### config.mk
export PLATFORM = sky130hd
export DESIGN_NAME = flash_stat_reg
export DESIGN_NICKNAME = d
export VERILOG_FILES = /design/src/rtl/fsr_pkg.sv /design/src/rtl/fsr_sync.sv /design/src/rtl/fsr_core.sv /design/src/rtl/fsr_latch.sv /design/src/rtl/flash_stat_reg.sv
export SDC_FILE = /design/constraint.sdc
export NUM_CORES = 1
export LEC_CHECK = 0
export CORE_UTILIZATION = 45
export CTS_BUF_LIST = sky130_fd_sc_hd__clkbuf_16
export DETAILED_ROUTE_END_ITERATION = 12
export MAX_ROUTING_LAYER = met4
export PLACE_DENSITY = 0.86
export SYNTH_ARGS = -nofsm -noshare
export SYNTH_HDL_FRONTEND = slang
export SYNTH_SLANG_ARGS = --single-unit
export TNS_END_PERCENT = 100
### constraint.sdc
create_clock -name clk -period 3.7 [get_ports clk]
set_input_delay 0.74 -clock clk [delete_from_list [all_inputs] [get_ports clk]]
set_output_delay 0.74 -clock clk [all_outputs]
set_load 0.02 [all_outputs]
### src/rtl/fsr_pkg.sv
package fsr_pkg;
    localparam int SR_W   = 8;
    localparam int DQ_W   = 16;
    localparam int B_RDY  = 7;
    localparam int B_ESUS = 6;
    localparam int B_ERS  = 5;
    localparam int B_PRG  = 4;
    localparam int B_VPP  = 3;
    localparam int B_PSUS = 2;
    localparam int B_LOCK = 1;
    localparam logic [SR_W-1:0] SR_RST = 8'h80;

    typedef enum logic [1:0] {LS_DESEL, LS_ARMED, LS_SHOW} lat_st_t;
    typedef enum logic {MD_ARRAY, MD_STATUS} mode_t;
endpackage

### src/rtl/fsr_sync.sv
module fsr_sync #(
    parameter int W = 2,
    parameter int STAGES = 2,
    parameter logic [W-1:0] RST_VAL = '1
) (
    input  logic         clk,
    input  logic         rst_n,
    input  logic [W-1:0] d,
    output logic [W-1:0] q
);
    logic [STAGES-1:0][W-1:0] stg;

    generate
        if (STAGES == 1) begin : g_one
            always_ff @(posedge clk or negedge rst_n) begin
                if (!rst_n) stg <= {STAGES{RST_VAL}};
                else        stg[0] <= d;
            end
        end else begin : g_chain
            always_ff @(posedge clk or negedge rst_n) begin
                if (!rst_n) stg <= {STAGES{RST_VAL}};
                else        stg <= {stg[STAGES-2:0], d};
            end
        end
    endgenerate

    assign q = stg[STAGES-1];
endmodule

### src/rtl/fsr_core.sv
module fsr_core
    import fsr_pkg::*;
(
    input  logic            clk,
    input  logic            rst_n,
    input  logic            eng_ready,
    input  logic            eng_ers_susp,
    input  logic            eng_prg_susp,
    input  logic            set_ers,
    input  logic            set_prg,
    input  logic            set_vpp,
    input  logic            set_lock,
    input  logic            set_seq,
    input  logic            clr,
    input  logic            rd_stat,
    input  logic            exit_stat,
    output logic [SR_W-1:0] sr,
    output logic            stat_sel
);
    logic [SR_W-1:0] sr_q, sr_d;
    mode_t md_q, md_d;

    always_comb begin
        sr_d         = sr_q;
        sr_d[B_RDY]  = eng_ready;
        sr_d[B_ESUS] = eng_ers_susp;
        sr_d[B_PSUS] = eng_prg_susp;
        sr_d[0]      = 1'b0;
        sr_d[B_ERS]  = (sr_q[B_ERS]  & ~clr) | set_ers | set_seq;
        sr_d[B_PRG]  = (sr_q[B_PRG]  & ~clr) | set_prg | set_seq;
        sr_d[B_VPP]  = (sr_q[B_VPP]  & ~clr) | set_vpp;
        sr_d[B_LOCK] = (sr_q[B_LOCK] & ~clr) | set_lock;
    end

    always_ff @(posedge clk or negedge rst_n) begin
        if (!rst_n) sr_q <= SR_RST;
        else        sr_q <= sr_d;
    end

    always_comb begin
        md_d = md_q;
        unique case (md_q)
            MD_ARRAY:  if (rd_stat) md_d = MD_STATUS;
            MD_STATUS: if (exit_stat && !rd_stat) md_d = MD_ARRAY;
            default:   md_d = MD_ARRAY;
        endcase
    end

    always_ff @(posedge clk or negedge rst_n) begin
        if (!rst_n) md_q <= MD_ARRAY;
        else        md_q <= md_d;
    end

    assign sr       = sr_q;
    assign stat_sel = (md_q == MD_STATUS);
endmodule

### src/rtl/fsr_latch.sv
module fsr_latch
    import fsr_pkg::*;
(
    input  logic            clk,
    input  logic            rst_n,
    input  logic            ce_act,
    input  logic            oe_act,
    input  logic [SR_W-1:0] sr,
    output logic [SR_W-1:0] snap,
    output logic            show
);
    lat_st_t st_q, st_d;
    logic    capture;

    always_comb begin
        st_d = st_q;
        unique case (st_q)
            LS_DESEL: begin
                if (ce_act && oe_act) st_d = LS_SHOW;
                else if (ce_act)      st_d = LS_ARMED;
            end
            LS_ARMED: begin
                if (!ce_act)     st_d = LS_DESEL;
                else if (oe_act) st_d = LS_SHOW;
            end
            LS_SHOW: begin
                if (!ce_act)      st_d = LS_DESEL;
                else if (!oe_act) st_d = LS_ARMED;
            end
            default: st_d = LS_DESEL;
        endcase
    end

    assign capture = (st_d == LS_SHOW) && (st_q != LS_SHOW);

    always_ff @(posedge clk or negedge rst_n) begin
        if (!rst_n) st_q <= LS_DESEL;
        else        st_q <= st_d;
    end

    always_ff @(posedge clk or negedge rst_n) begin
        if (!rst_n)       snap <= SR_RST;
        else if (capture) snap <= sr;
    end

    assign show = (st_q == LS_SHOW);
endmodule

### src/rtl/flash_stat_reg.sv
module flash_stat_reg
    import fsr_pkg::*;
#(
    parameter int SYNC_STAGES = 2
) (
    input  logic            clk,
    input  logic            rst_n,
    input  logic            eng_ready,
    input  logic            eng_ers_susp,
    input  logic            eng_prg_susp,
    input  logic            set_ers_err,
    input  logic            set_prg_err,
    input  logic            set_vpp_err,
    input  logic            set_lock_err,
    input  logic            set_seq_err,
    input  logic            cmd_rd_stat,
    input  logic            cmd_clr_stat,
    input  logic            cmd_exit_stat,
    input  logic            ce_n,
    input  logic            oe_n,
    output logic [DQ_W-1:0] dq,
    output logic            dq_oe
);
    localparam int PAD_W = DQ_W - SR_W;

    logic [1:0]      pins_s;
    logic [SR_W-1:0] sr_q;
    logic [SR_W-1:0] snap;
    logic            show;
    logic            stat_sel;

    fsr_sync #(.W(2), .STAGES(SYNC_STAGES), .RST_VAL(2'b11)) u_sync (
        .clk (clk),
        .rst_n (rst_n),
        .d ({ce_n, oe_n}),
        .q (pins_s)
    );

    fsr_core u_core (
        .clk (clk),
        .rst_n (rst_n),
        .eng_ready (eng_ready),
        .eng_ers_susp (eng_ers_susp),
        .eng_prg_susp (eng_prg_susp),
        .set_ers (set_ers_err),
        .set_prg (set_prg_err),
        .set_vpp (set_vpp_err),
        .set_lock (set_lock_err),
        .set_seq (set_seq_err),
        .clr (cmd_clr_stat),
        .rd_stat (cmd_rd_stat),
        .exit_stat (cmd_exit_stat),
        .sr (sr_q),
        .stat_sel (stat_sel)
    );

    fsr_latch u_latch (
        .clk (clk),
        .rst_n (rst_n),
        .ce_act (~pins_s[1]),
        .oe_act (~pins_s[0]),
        .sr (sr_q),
        .snap (snap),
        .show (show)
    );

    assign dq_oe = show & stat_sel;
    assign dq    = dq_oe ? {{PAD_W{1'b0}}, snap} : '0;
endmodule

==> results_tabular.tex, run 1 <==
\begin{tabular}{lr}
\hline
Metric & Value \\
\hline
\multicolumn{2}{l}{\textbf{Run status}} \\
Outcome & completed \\
\multicolumn{2}{l}{\textbf{Drt}} \\
Starting DRC count in detailed routing & 5 \\
Number of search-and-repair iterations in the first detailed-routing pass & 3 \\
Via count of the routed design & just under 500 \\
Via-to-Cell Ratio & 4.495 \\
Total wirelength of the detailed-routed design & between 1000 and 1500 µm \\
Number of nets still failing antenna checks after routing & 0 \\
Remaining design rule violation count & 0 \\
Post-detailed-route wirelength per cell & about 12 µm \\
\multicolumn{2}{l}{\textbf{STA}} \\
Number of setup violations in the final report & 0 \\
Hold Violations, Final & 0 \\
Worst setup margin & around 1200 ps \\
Fmax & 406.1 MHz \\
Slew at the pin closest to its max-slew limit & roughly 880 ps \\
Share of the cycle needed by the critical path after routing & 0.6655 \\
Post-layout min period & about 2500 ps \\
Unrepaired setup endpoints after global routing & no \\
Worst rel slew slack & 0.4091 \\
Final count of pins violating max slew & 0 \\
Final-layout setup total negative slack & 0 ps \\
Worst Clk Skew & $\sim$1.2 ps \\
\multicolumn{2}{l}{\textbf{Final layout}} \\
Final standard cell area without fillers & roughly 0.0011 mm² \\
Area added between synthesis and finish & 35.37\% \\
Ratio of cells with drive above 1 in the final layout & 0.2195 \\
Number of antenna diodes & 0 \\
Util after Layout & 0.6435 \\
Commonest cells after routing, fill and taps aside & 22 x sky130\_fd\_sc\_hd\_\_clkdlybuf4s50\_1, 15 x sky130\_fd\_sc\_hd\_\_dfrtp\_1, 9 x sky130\_fd\_sc\_hd\_\_conb\_1 \\
Nets & 98 \\
Leading cell type in the layout, fill and taps excluded & sky130\_fd\_sc\_hd\_\_clkdlybuf4s50\_1 \\
\multicolumn{2}{l}{\textbf{Synth}} \\
Post-synth design cell area & a little over 800 µm² \\
Multiplexer share of the synthesized area & 0.09604 \\
Post-synthesis share of cell area spent on xor and xnor gates & 0 \\
Post-synth top area cell & sky130\_fd\_sc\_hd\_\_dfrtp\_1 \\
Warnings, synthesis & 0 \\
Mapped Avg Cell Area & approximately 14 µm² \\
Flip-flop and latch count after synthesis & 21 \\
Synth Area in Compound Gates & 0.05488 \\
Area share of fa/ha/maj cells after synthesis & 0 \\
Main combinational cell family by area after synthesis & simple AND/OR/NAND/NOR gates \\
Yosys top cell area share & 0.4573 \\
Synth unique cells & 14 \\
Sequential element share of the synthesized area & 0.6494 \\
Mapped Cells & between 50 and 60 \\
Most area-consuming cells after synthesis & sky130\_fd\_sc\_hd\_\_dfrtp\_1 46\%, sky130\_fd\_sc\_hd\_\_dfstp\_2 19\%, sky130\_fd\_sc\_hd\_\_mux2\_2 9.6\% \\
Area share of and/or/nand/nor cells after synthesis & 0.09909 \\
\multicolumn{2}{l}{\textbf{CTS}} \\
Clk root buf & sky130\_fd\_sc\_hd\_\_clkbuf\_16 \\
Number of resized instances in the post-cts repair step & 0 \\
Total clock sinks & 21 \\
CTS tree & yes \\
Hold-fix buffers at CTS & 0 \\
CTS H-Tree Depth & 1 \\
CTS buffer count & 3 \\
Clock transition at the registers of the reported paths & around 50 ps \\
Clock Tree Buf Depth & 2 \\
Insertion delay of the later-clocked pin in the worst-skew pair & 250 ps \\
Total setup buffers inserted after CTS & 0 \\
\multicolumn{2}{l}{\textbf{Power}} \\
Total power consumption of the routed design & around 0.55 mW \\
Switching component of the power & approximately 0.12 mW \\
Ratio of total power to cell area & around 500 mW/mm² \\
Design internal power & about 0.43 mW \\
Clock power frac & 0.403 \\
Max VDD drop & about 0.00042 V \\
Relative contribution of combinational cells to total power & 0.119 \\
Sequential fraction of design power & 0.478 \\
Leakage power summed over all cells & 0.4724 nW \\
Switching share of power & 0.2143 \\
\multicolumn{2}{l}{\textbf{Hold path}} \\
Hold worst-path end & u\_sync.q[1] \\
Worst min-delay path startpoint & u\_sync.stg[1] \\
Hold Crit Depth & 0 \\
Class of the tightest hold or removal check & reg -> reg \\
\multicolumn{2}{l}{\textbf{Run}} \\
Max-capacitance violation count & 0 \\
\multicolumn{2}{l}{\textbf{Setup path}} \\
Source of the worst register-to-register timing path & u\_latch.st\_q[1] \\
Cell count of the worst reg-to-reg path & 2 \\
CP top delay family & buffers and inverters \\
Data required time of the critical path & around 3000 ps \\
Data arrival time of the critical path & between 1500 and 2000 ps \\
Slowest stage cell, crit path & sky130\_fd\_sc\_hd\_\_clkdlybuf4s50\_1 \\
Kind of start point of the critical path & flip-flop \\
Crit-path max FO & 8 \\
Worst r2r dst & u\_latch.snap[5] \\
Register-to-register path setup slack & $\sim$2400 ps \\
Worst Path Buf+Inv & 1 \\
Worst path max stage delay & $\sim$600 ps \\
Cell breakdown of the critical path & and3b\_1 -> and2\_1 -> clkdlybuf4s50\_1 \\
Crit path kind & reg -> out \\
Setup crit end kind & output port \\
\multicolumn{2}{l}{\textbf{Floorplan}} \\
Core outline area & about 0.0017 mm² \\
\# rows & 15 \\
Die outline width & about 45 µm \\
Total die area & 0.001999 mm² \\
I/O pin cnt & 32 \\
Chip Height & 44.71 µm \\
Effective utilization at floorplan & 0.4754 \\
\multicolumn{2}{l}{\textbf{GRT}} \\
Largest net degree at the start of global routing & 22 \\
Global-route usage over all layers & 0.1494 \\
Global-route wire length before repair & about 1900 µm \\
Global route total overflow & 0 \\
Via count of the first global-routing pass & 449 \\
Antenna violations before repair & 0 \\
\multicolumn{2}{l}{\textbf{Place}} \\
Final estimated routing congestion in global placement & approximately 0.7 \\
Port-buffer cells & 22 \\
Instance area at placement & roughly 0.0010 mm² \\
Dpl hpwl & $\sim$860 µm \\
Worst slack at placement & between 1000 and 1500 ps \\
\hline
\end{tabular}
per-layer routing:
layer / track usage / vias up / wire [µm]
li1: - / 220 / -
met1: 0.1410 / 238 / 451
met2: 0.2441 / 19 / 681
met3: 0.07200 / 4 / 80
met4: 0.09091 / 0 / 25
met5: - / - / 0
metrics by stage:
stage          instances  hold slack, ps
2_1_floorplan         66           345.2
3_3_place_gp         103           347.1
3_5_place_dp         103           347.2
4_1_cts              107           355.2
5_1_grt              107           355.7
6_report             107           354.9
final cells by class:
class / count / area [µm²]
Clock inverter: 1 / 5.005
Timing Repair Buffer: 22 / 220.2
Tap cell: 25 / 31.28
Sequential cell: 21 / 533.0
Clock buffer: 3 / 75.07
Fill cell: 130 / 615.6
Multi-Input combinational cell: 33 / 239.0
Inverter: 2 / 7.507
power groups by stage:
stage / Combinational (mW) / Sequential (mW) / Clock, mW
after global routing: 0.0710 / 0.267 / 0.236
after global placement: 0.0642 / 0.267 / 0
after CTS: 0.0670 / 0.265 / 0.227
after detailed placement: 0.0662 / 0.268 / 0
after floorplan: 0.0433 / 0.265 / 0
final: 0.0658 / 0.265 / 0.223
kinds of logic (layout without fill, tap and decap cells):
kind of cell / after synthesis / in the layout
flops: 21 / 21
mux: 7 / 7
other cells: 1 / 9
compound gates: 6 / 6
buf+inv: 12 / 28
simple gates: 11 / 11
worst max-delay path by stage:
stage	slack (ps)	cells after the start	start	to
after floorplan	1820	3	u_latch.st_q[0]	dq[1]
after global placement	1520	3	u_latch.st_q[0]	dq[5]
after detailed placement	1500	3	u_latch.st_q[0]	dq[5]
after CTS	1220	3	u_latch.st_q[0]	dq[2]
after global routing	1150	3	u_latch.st_q[1]	dq[2]
final	1240	3	u_latch.st_q[0]	dq[2]
sequential cells by signal, summed over array words and instances, names as in the netlist:
register         cells
u_core.sr            7
u_core.stat_sel      1
u_latch.snap         7
u_latch.st_q         2
u_sync.q             2
u_sync.stg           2
synth_stat cells:
| master | n |
|---|---|
| sky130_fd_sc_hd__buf_4 | 9 |
| sky130_fd_sc_hd__conb_1 | 1 |
| sky130_fd_sc_hd__mux2_2 | 7 |
| sky130_fd_sc_hd__dfstp_2 | 6 |
| sky130_fd_sc_hd__and2_1 | 8 |
| sky130_fd_sc_hd__inv_1 | 2 |
| sky130_fd_sc_hd__dfrtp_1 | 15 |
| sky130_fd_sc_hd__a211o_1 | 2 |
| sky130_fd_sc_hd__nor2b_1 | 1 |
| sky130_fd_sc_hd__a21o_1 | 3 |
| sky130_fd_sc_hd__and3b_1 | 1 |
| sky130_fd_sc_hd__a21oi_1 | 1 |
| sky130_fd_sc_hd__clkbuf_1 | 1 |
| sky130_fd_sc_hd__nor3_4 | 1 |
(Power assumes the default switching activity.)
==> run 2: changes to the inputs <==
- CORE_UTILIZATION: 45 -> 41
- PLACE_DENSITY: 0.86 -> 0.8
- clock period: 3.7 -> 2.3 ns (I/O delays scaled with it)
==> run 2 against run 1 <==
Compared with the run above: clock skew is 2.0 ps higher; sequential share of layout area is 0.37 points lower; non-clock buffer count is 1 higher; utilization is 2.2 points lower; final cell count is 0.93% higher; register-to-register slack worse by 1400 ps; critical path depth stayed put; critical endpoint is now dq[4]; largest cell class unchanged.
==> results_tabular.tex, run 2 (same netlist as run 1, synthesis figures left out) <==
\begin{tabular}{lr}
\hline
Metric & Value \\
\hline
\multicolumn{2}{l}{\textbf{Drt}} \\
Starting DRC count in detailed routing & 2 \\
Number of search-and-repair iterations in the first detailed-routing pass & 3 \\
Total wirelength of the detailed-routed design & 1247 µm \\
Post-detailed-route wirelength per cell & 11.55 µm \\
Number of nets still failing antenna checks after routing & 0 \\
Remaining design rule violation count & 0 \\
Via count of the routed design & 486 \\
Via-to-Cell Ratio & between 4 and 5 \\
\multicolumn{2}{l}{\textbf{Power}} \\
Ratio of total power to cell area & about 800 mW/mm² \\
Leakage power summed over all cells & between 0.4 and 0.5 nW \\
Max VDD drop & between 0.0004 and 0.0005 V \\
\multicolumn{2}{l}{\textbf{Floorplan}} \\
Effective utilization at floorplan & 0.4556 \\
Die outline width & $\sim$47 µm \\
Total die area & approximately 0.0022 mm² \\
Core outline area & 0.001802 mm² \\
\# rows & 15 \\
Chip Height & approximately 47 µm \\
I/O pin cnt & 32 \\
\multicolumn{2}{l}{\textbf{Hold path}} \\
Worst min-delay path startpoint & u\_sync.stg[1] \\
Hold Crit Depth & 0 \\
Class of the tightest hold or removal check & reg -> reg \\
\multicolumn{2}{l}{\textbf{STA}} \\
Post-route worst hold slack & between 300 and 400 ps \\
Final-layout setup total negative slack & 0 ps \\
Worst Clk Skew & around 3.2 ps \\
Number of setup violations in the final report & 0 \\
Share of the cycle needed by the critical path after routing & 0.9362 \\
Post-layout min period & around 2200 ps \\
Unrepaired setup endpoints after global routing & no \\
Hold Violations, Final & 0 \\
Fmax & between 400 and 500 MHz \\
Final count of pins violating max slew & 0 \\
\multicolumn{2}{l}{\textbf{GRT}} \\
Global-route wire length before repair & between 1500 and 2000 µm \\
Via count of the first global-routing pass & between 400 and 500 \\
Antenna violations before repair & 0 \\
Global-route usage over all layers & 0.1448 \\
Largest net degree at the start of global routing & 22 \\
Global route total overflow & 0 \\
\multicolumn{2}{l}{\textbf{Setup path}} \\
Setup crit end kind & output port \\
Kind of start point of the critical path & flip-flop \\
Data arrival time of the critical path & between 1500 and 2000 ps \\
Crit path kind & reg -> out \\
Cell count of the worst reg-to-reg path & 2 \\
Crit-path max FO & 8 \\
Crit path launch & u\_latch.st\_q[1] \\
Data required time of the critical path & 1840 ps \\
Source of the worst register-to-register timing path & u\_latch.st\_q[1] \\
\multicolumn{2}{l}{\textbf{Final layout}} \\
Nets & between 90 and 100 \\
Leading cell type in the layout, fill and taps excluded & sky130\_fd\_sc\_hd\_\_clkdlybuf4s50\_1 \\
Final Instance Count excl. Fillers & roughly 110 \\
Commonest cells after routing, fill and taps aside & 22 x sky130\_fd\_sc\_hd\_\_clkdlybuf4s50\_1, 15 x sky130\_fd\_sc\_hd\_\_dfrtp\_1, 9 x sky130\_fd\_sc\_hd\_\_conb\_1 \\
Ratio of cells with drive above 1 in the final layout & 0.2410 \\
Layout filler cell count & around 150 \\
Area added between synthesis and finish & 36.43\% \\
Number of antenna diodes & 0 \\
\multicolumn{2}{l}{\textbf{Place}} \\
Dpl hpwl & roughly 920 µm \\
Placed insts & 104 \\
Port-buffer cells & 22 \\
Final estimated routing congestion in global placement & a little over 0.6 \\
\multicolumn{2}{l}{\textbf{CTS}} \\
Clock transition at the registers of the reported paths & 50 ps \\
Total setup buffers inserted after CTS & 0 \\
Number of resized instances in the post-cts repair step & 0 \\
CTS tree & yes \\
Hold-fix buffers at CTS & 0 \\
CTS H-Tree Depth & 1 \\
Total clock sinks & 21 \\
Clk root buf & sky130\_fd\_sc\_hd\_\_clkbuf\_16 \\
Clock Tree Buf Depth & 2 \\
CTS buffer count & 3 \\
Insertion delay of the later-clocked pin in the worst-skew pair & about 250 ps \\
\multicolumn{2}{l}{\textbf{Run status}} \\
Outcome & completed \\
\multicolumn{2}{l}{\textbf{Run}} \\
Max-capacitance violation count & 0 \\
\hline
\end{tabular}
[run 2: cell types whose count changed in the layout (fill, tap and decap cells not counted), sizes merged]
cell / before / now
buf: 0 / 1
[run 2: cell type report]
class / instances / area, µm² / area share
Sequential cell: 21 / 533.0 / 0.4760
Multi-Input combinational cell: 33 / 240.2 / 0.2145
Timing Repair Buffer: 23 / 227.7 / 0.2034
Clock buffer: 3 / 75.07 / 0.06704
Tap cell: 25 / 31.28 / 0.02793
Inverter: 2 / 7.507 / 0.006704
Clock inverter: 1 / 5.005 / 0.004469
[run 2: stage by stage]
step | cell area (µm²) | total power [mW] | setup slack (ps) | util
2_1_floorplan | 850.8 | 0.4955 | 702.6 | -
4_1_cts | 1119 | 0.9008 | 57.38 | 0.6208
5_1_grt | 1120 | 0.9274 | 77.59 | 0.6215
3_5_place_dp | 1039 | 0.5393 | 331.6 | 0.5764
6_report | 1120 | 0.8887 | 146.7 | 0.6215
3_3_place_gp | 1039 | 0.5339 | 365.8 | 0.5764
[run 2: worst max-delay path, stage by stage (launching register included)]
cell	delay, ps
sky130_fd_sc_hd__dfrtp_1	410
sky130_fd_sc_hd__and3b_2	290
sky130_fd_sc_hd__and2_1	150
sky130_fd_sc_hd__clkdlybuf4s50_1	590
[run 2: worst paths after layout]
kind | to | slack, ps
worst max-delay path | dq[4] | 150
worst min-delay path | u_sync.q[1] | 360
worst max register to register | u_latch.snap[2] | 1000
worst min register to register | u_sync.q[1] | 360
max in group asynchronous | u_sync.stg[1] | 1490
min in group asynchronous | u_core.sr[1] | 550
[run 2: routing by layer]
layer,global-route usage,routed length [µm]
met4,0.08571,17
met5,-,0
met1,0.1730,495
met2,0.2222,660
met3,0.03462,75
[run 2: where the power goes]
part | leakage, nW | switching, mW | internal [mW]
sequential | 0.228 | 0.0161 | 0.409
clock | 0.0409 | 0.124 | 0.233
combinational | 0.207 | 0.0475 | 0.0590
total | 0.477 | 0.188 | 0.701
==> run 3: changes to the inputs <==
- CORE_MARGIN: unset -> 2
==> run 3 against run 2 <==
Compared with the run above: clock-buffer cell count is the same; clock skew shrank 2.2 ps; die area grew 8.7%; combinational power is essentially flat; design area is the same; first-iteration DRC count grew 50%; sequential power is essentially flat; sequential share of layout area is the same; total power shrank 0.94%; register-to-register slack gained 20 ps; worst setup slack lost 46 ps; largest cell class unchanged.
==> results_tabular.tex, run 3 (same netlist as run 1, synthesis figures left out) <==
\begin{tabular}{lr}
\hline
Metric & Value \\
\hline
\multicolumn{2}{l}{\textbf{Run status}} \\
Outcome & completed \\
\multicolumn{2}{l}{\textbf{CTS}} \\
CTS buffer count & 3 \\
Total setup buffers inserted after CTS & 0 \\
CTS H-Tree Depth & 1 \\
Number of resized instances in the post-cts repair step & 0 \\
Clk root buf & sky130\_fd\_sc\_hd\_\_clkbuf\_16 \\
Clock Tree Buf Depth & 2 \\
Insertion delay of the later-clocked pin in the worst-skew pair & between 200 and 300 ps \\
CTS tree & yes \\
Total clock sinks & 21 \\
Clock transition at the registers of the reported paths & roughly 50 ps \\
Hold-fix buffers at CTS & 0 \\
\multicolumn{2}{l}{\textbf{Setup path}} \\
Data arrival time of the critical path & roughly 1700 ps \\
CP top delay family & buffers and inverters \\
Slowest stage cell, crit path & sky130\_fd\_sc\_hd\_\_clkdlybuf4s50\_1 \\
Crit path kind & reg -> out \\
Cell breakdown of the critical path & and3b\_1 -> and2\_1 -> clkdlybuf4s50\_1 \\
Worst Path Buf+Inv & 1 \\
Kind of start point of the critical path & flip-flop \\
Worst path max stage delay & approximately 600 ps \\
Crit-path max FO & 8 \\
Setup crit end kind & output port \\
Data required time of the critical path & about 1800 ps \\
\multicolumn{2}{l}{\textbf{Drt}} \\
Highest metal layer with signal wires & met3 \\
Number of nets still failing antenna checks after routing & 0 \\
Starting DRC count in detailed routing & 3 \\
Total wirelength of the detailed-routed design & between 1000 and 1500 µm \\
Number of search-and-repair iterations in the first detailed-routing pass & 2 \\
Routed metal-1 wire length & roughly 480 µm \\
Via-to-Cell Ratio & approximately 4.3 \\
Remaining design rule violation count & 0 \\
Routed met2 length & between 600 and 700 µm \\
Wire length on met3 & between 70 and 80 µm \\
Post-detailed-route wirelength per cell & around 11 µm \\
Via count of the routed design & between 400 and 500 \\
\multicolumn{2}{l}{\textbf{STA}} \\
Share of the cycle needed by the critical path after routing & 0.9562 \\
Worst Clk Skew & $\sim$1 ps \\
Post-layout min period & about 2200 ps \\
Unrepaired setup endpoints after global routing & no \\
Final-layout setup total negative slack & 0 ps \\
Fmax & roughly 450 MHz \\
Number of setup violations in the final report & 0 \\
Hold Violations, Final & 0 \\
Final count of pins violating max slew & 0 \\
Post-route worst hold slack & 354.1 ps \\
\multicolumn{2}{l}{\textbf{Floorplan}} \\
Core outline area & around 0.0019 mm² \\
Effective utilization at floorplan & 0.4271 \\
Chip Height & between 40 and 50 µm \\
Total die area & 0.002376 mm² \\
\# rows & 16 \\
Die outline width & about 49 µm \\
I/O pin cnt & 32 \\
\multicolumn{2}{l}{\textbf{Power}} \\
Sequential fraction of design power & 0.481 \\
Relative contribution of combinational cells to total power & 0.121 \\
Max VDD drop & 0.0006203 V \\
Switching component of the power & $\sim$0.18 mW \\
Total power consumption of the routed design & a little under 0.9 mW \\
Switching share of power & 0.2066 \\
Design internal power & approximately 0.7 mW \\
Ratio of total power to cell area & roughly 790 mW/mm² \\
Clock power frac & 0.398 \\
Leakage power summed over all cells & roughly 0.48 nW \\
\multicolumn{2}{l}{\textbf{Place}} \\
Dpl hpwl & $\sim$900 µm \\
Port-buffer cells & 22 \\
Final estimated routing congestion in global placement & around 0.64 \\
\multicolumn{2}{l}{\textbf{GRT}} \\
Antenna violations before repair & 0 \\
Global-route usage over all layers & 0.1120 \\
Global route total overflow & 0 \\
Global-route wire length before repair & just under 2000 µm \\
Largest net degree at the start of global routing & 22 \\
Via count of the first global-routing pass & 453 \\
\multicolumn{2}{l}{\textbf{Final layout}} \\
Nets & 99 \\
Area added between synthesis and finish & 36.43\% \\
Number of antenna diodes & 0 \\
Ratio of cells with drive above 1 in the final layout & 0.2169 \\
Commonest cells after routing, fill and taps aside & 22 x sky130\_fd\_sc\_hd\_\_clkdlybuf4s50\_1, 15 x sky130\_fd\_sc\_hd\_\_dfrtp\_1, 9 x sky130\_fd\_sc\_hd\_\_conb\_1 \\
Leading cell type in the layout, fill and taps excluded & sky130\_fd\_sc\_hd\_\_clkdlybuf4s50\_1 \\
\multicolumn{2}{l}{\textbf{Run}} \\
Max-capacitance violation count & 0 \\
\multicolumn{2}{l}{\textbf{Hold path}} \\
Class of the tightest hold or removal check & reg -> reg \\
\hline
\end{tabular}
## run 3: worst paths after layout
path	startpoint	endpoint	slack [ps]	cells past startpoint
min	u_sync.stg[0]	u_sync.q[0]	350	0
max reg2reg	u_latch.st_q[1]	u_latch.snap[5]	1020	2
min in group asynchronous	rst_n	u_core.sr[1]	550	2
min reg2reg	u_sync.stg[0]	u_sync.q[0]	350	0
max	u_latch.st_q[1]	dq[4]	100	3
max in group asynchronous	rst_n	u_sync.q[0]	1490	2
## run 3: per-stage QoR
| stage | util | std cells | setup WS (ps) | area (µm²) |
|---|---|---|---|---|
| after floorplan | - | 66 | 702.6 | 850.8 |
| after global placement | 0.5417 | 106 | 378.7 | 1041 |
| after detailed placement | 0.5417 | 106 | 336.1 | 1041 |
| after CTS | 0.5827 | 110 | 71.50 | 1120 |
| after global routing | 0.5827 | 110 | 7.143 | 1120 |
| final | 0.5827 | 110 | 100.8 | 1120 |
## run 3: layout make-up
class                           count  area, µm²
Clock buffer                        3      75.07
Clock inverter                      1      3.754
Fill cell                         168      802.0
Inverter                            2      7.507
Multi-Input combinational cell     33      239.0
Sequential cell                    21      533.0
Tap cell                           27      33.78
Timing Repair Buffer               23      227.7
## run 3: power by group through the flow
stage / clock network (mW) / logic, mW / registers (mW)
3_3_place_gp: 0 / 0.106 / 0.429
5_1_grt: 0.371 / 0.116 / 0.429
2_1_floorplan: 0 / 0.0697 / 0.426
4_1_cts: 0.356 / 0.108 / 0.424
6_report: 0.350 / 0.106 / 0.424
3_5_place_dp: 0 / 0.108 / 0.430
## run 3: per-layer routing
layer	GRT usage	up-vias
li1	-	222
met1	0.1366	228
met2	0.1872	21
met3	0.02778	0
met4	0.02857	0
met5	-	-
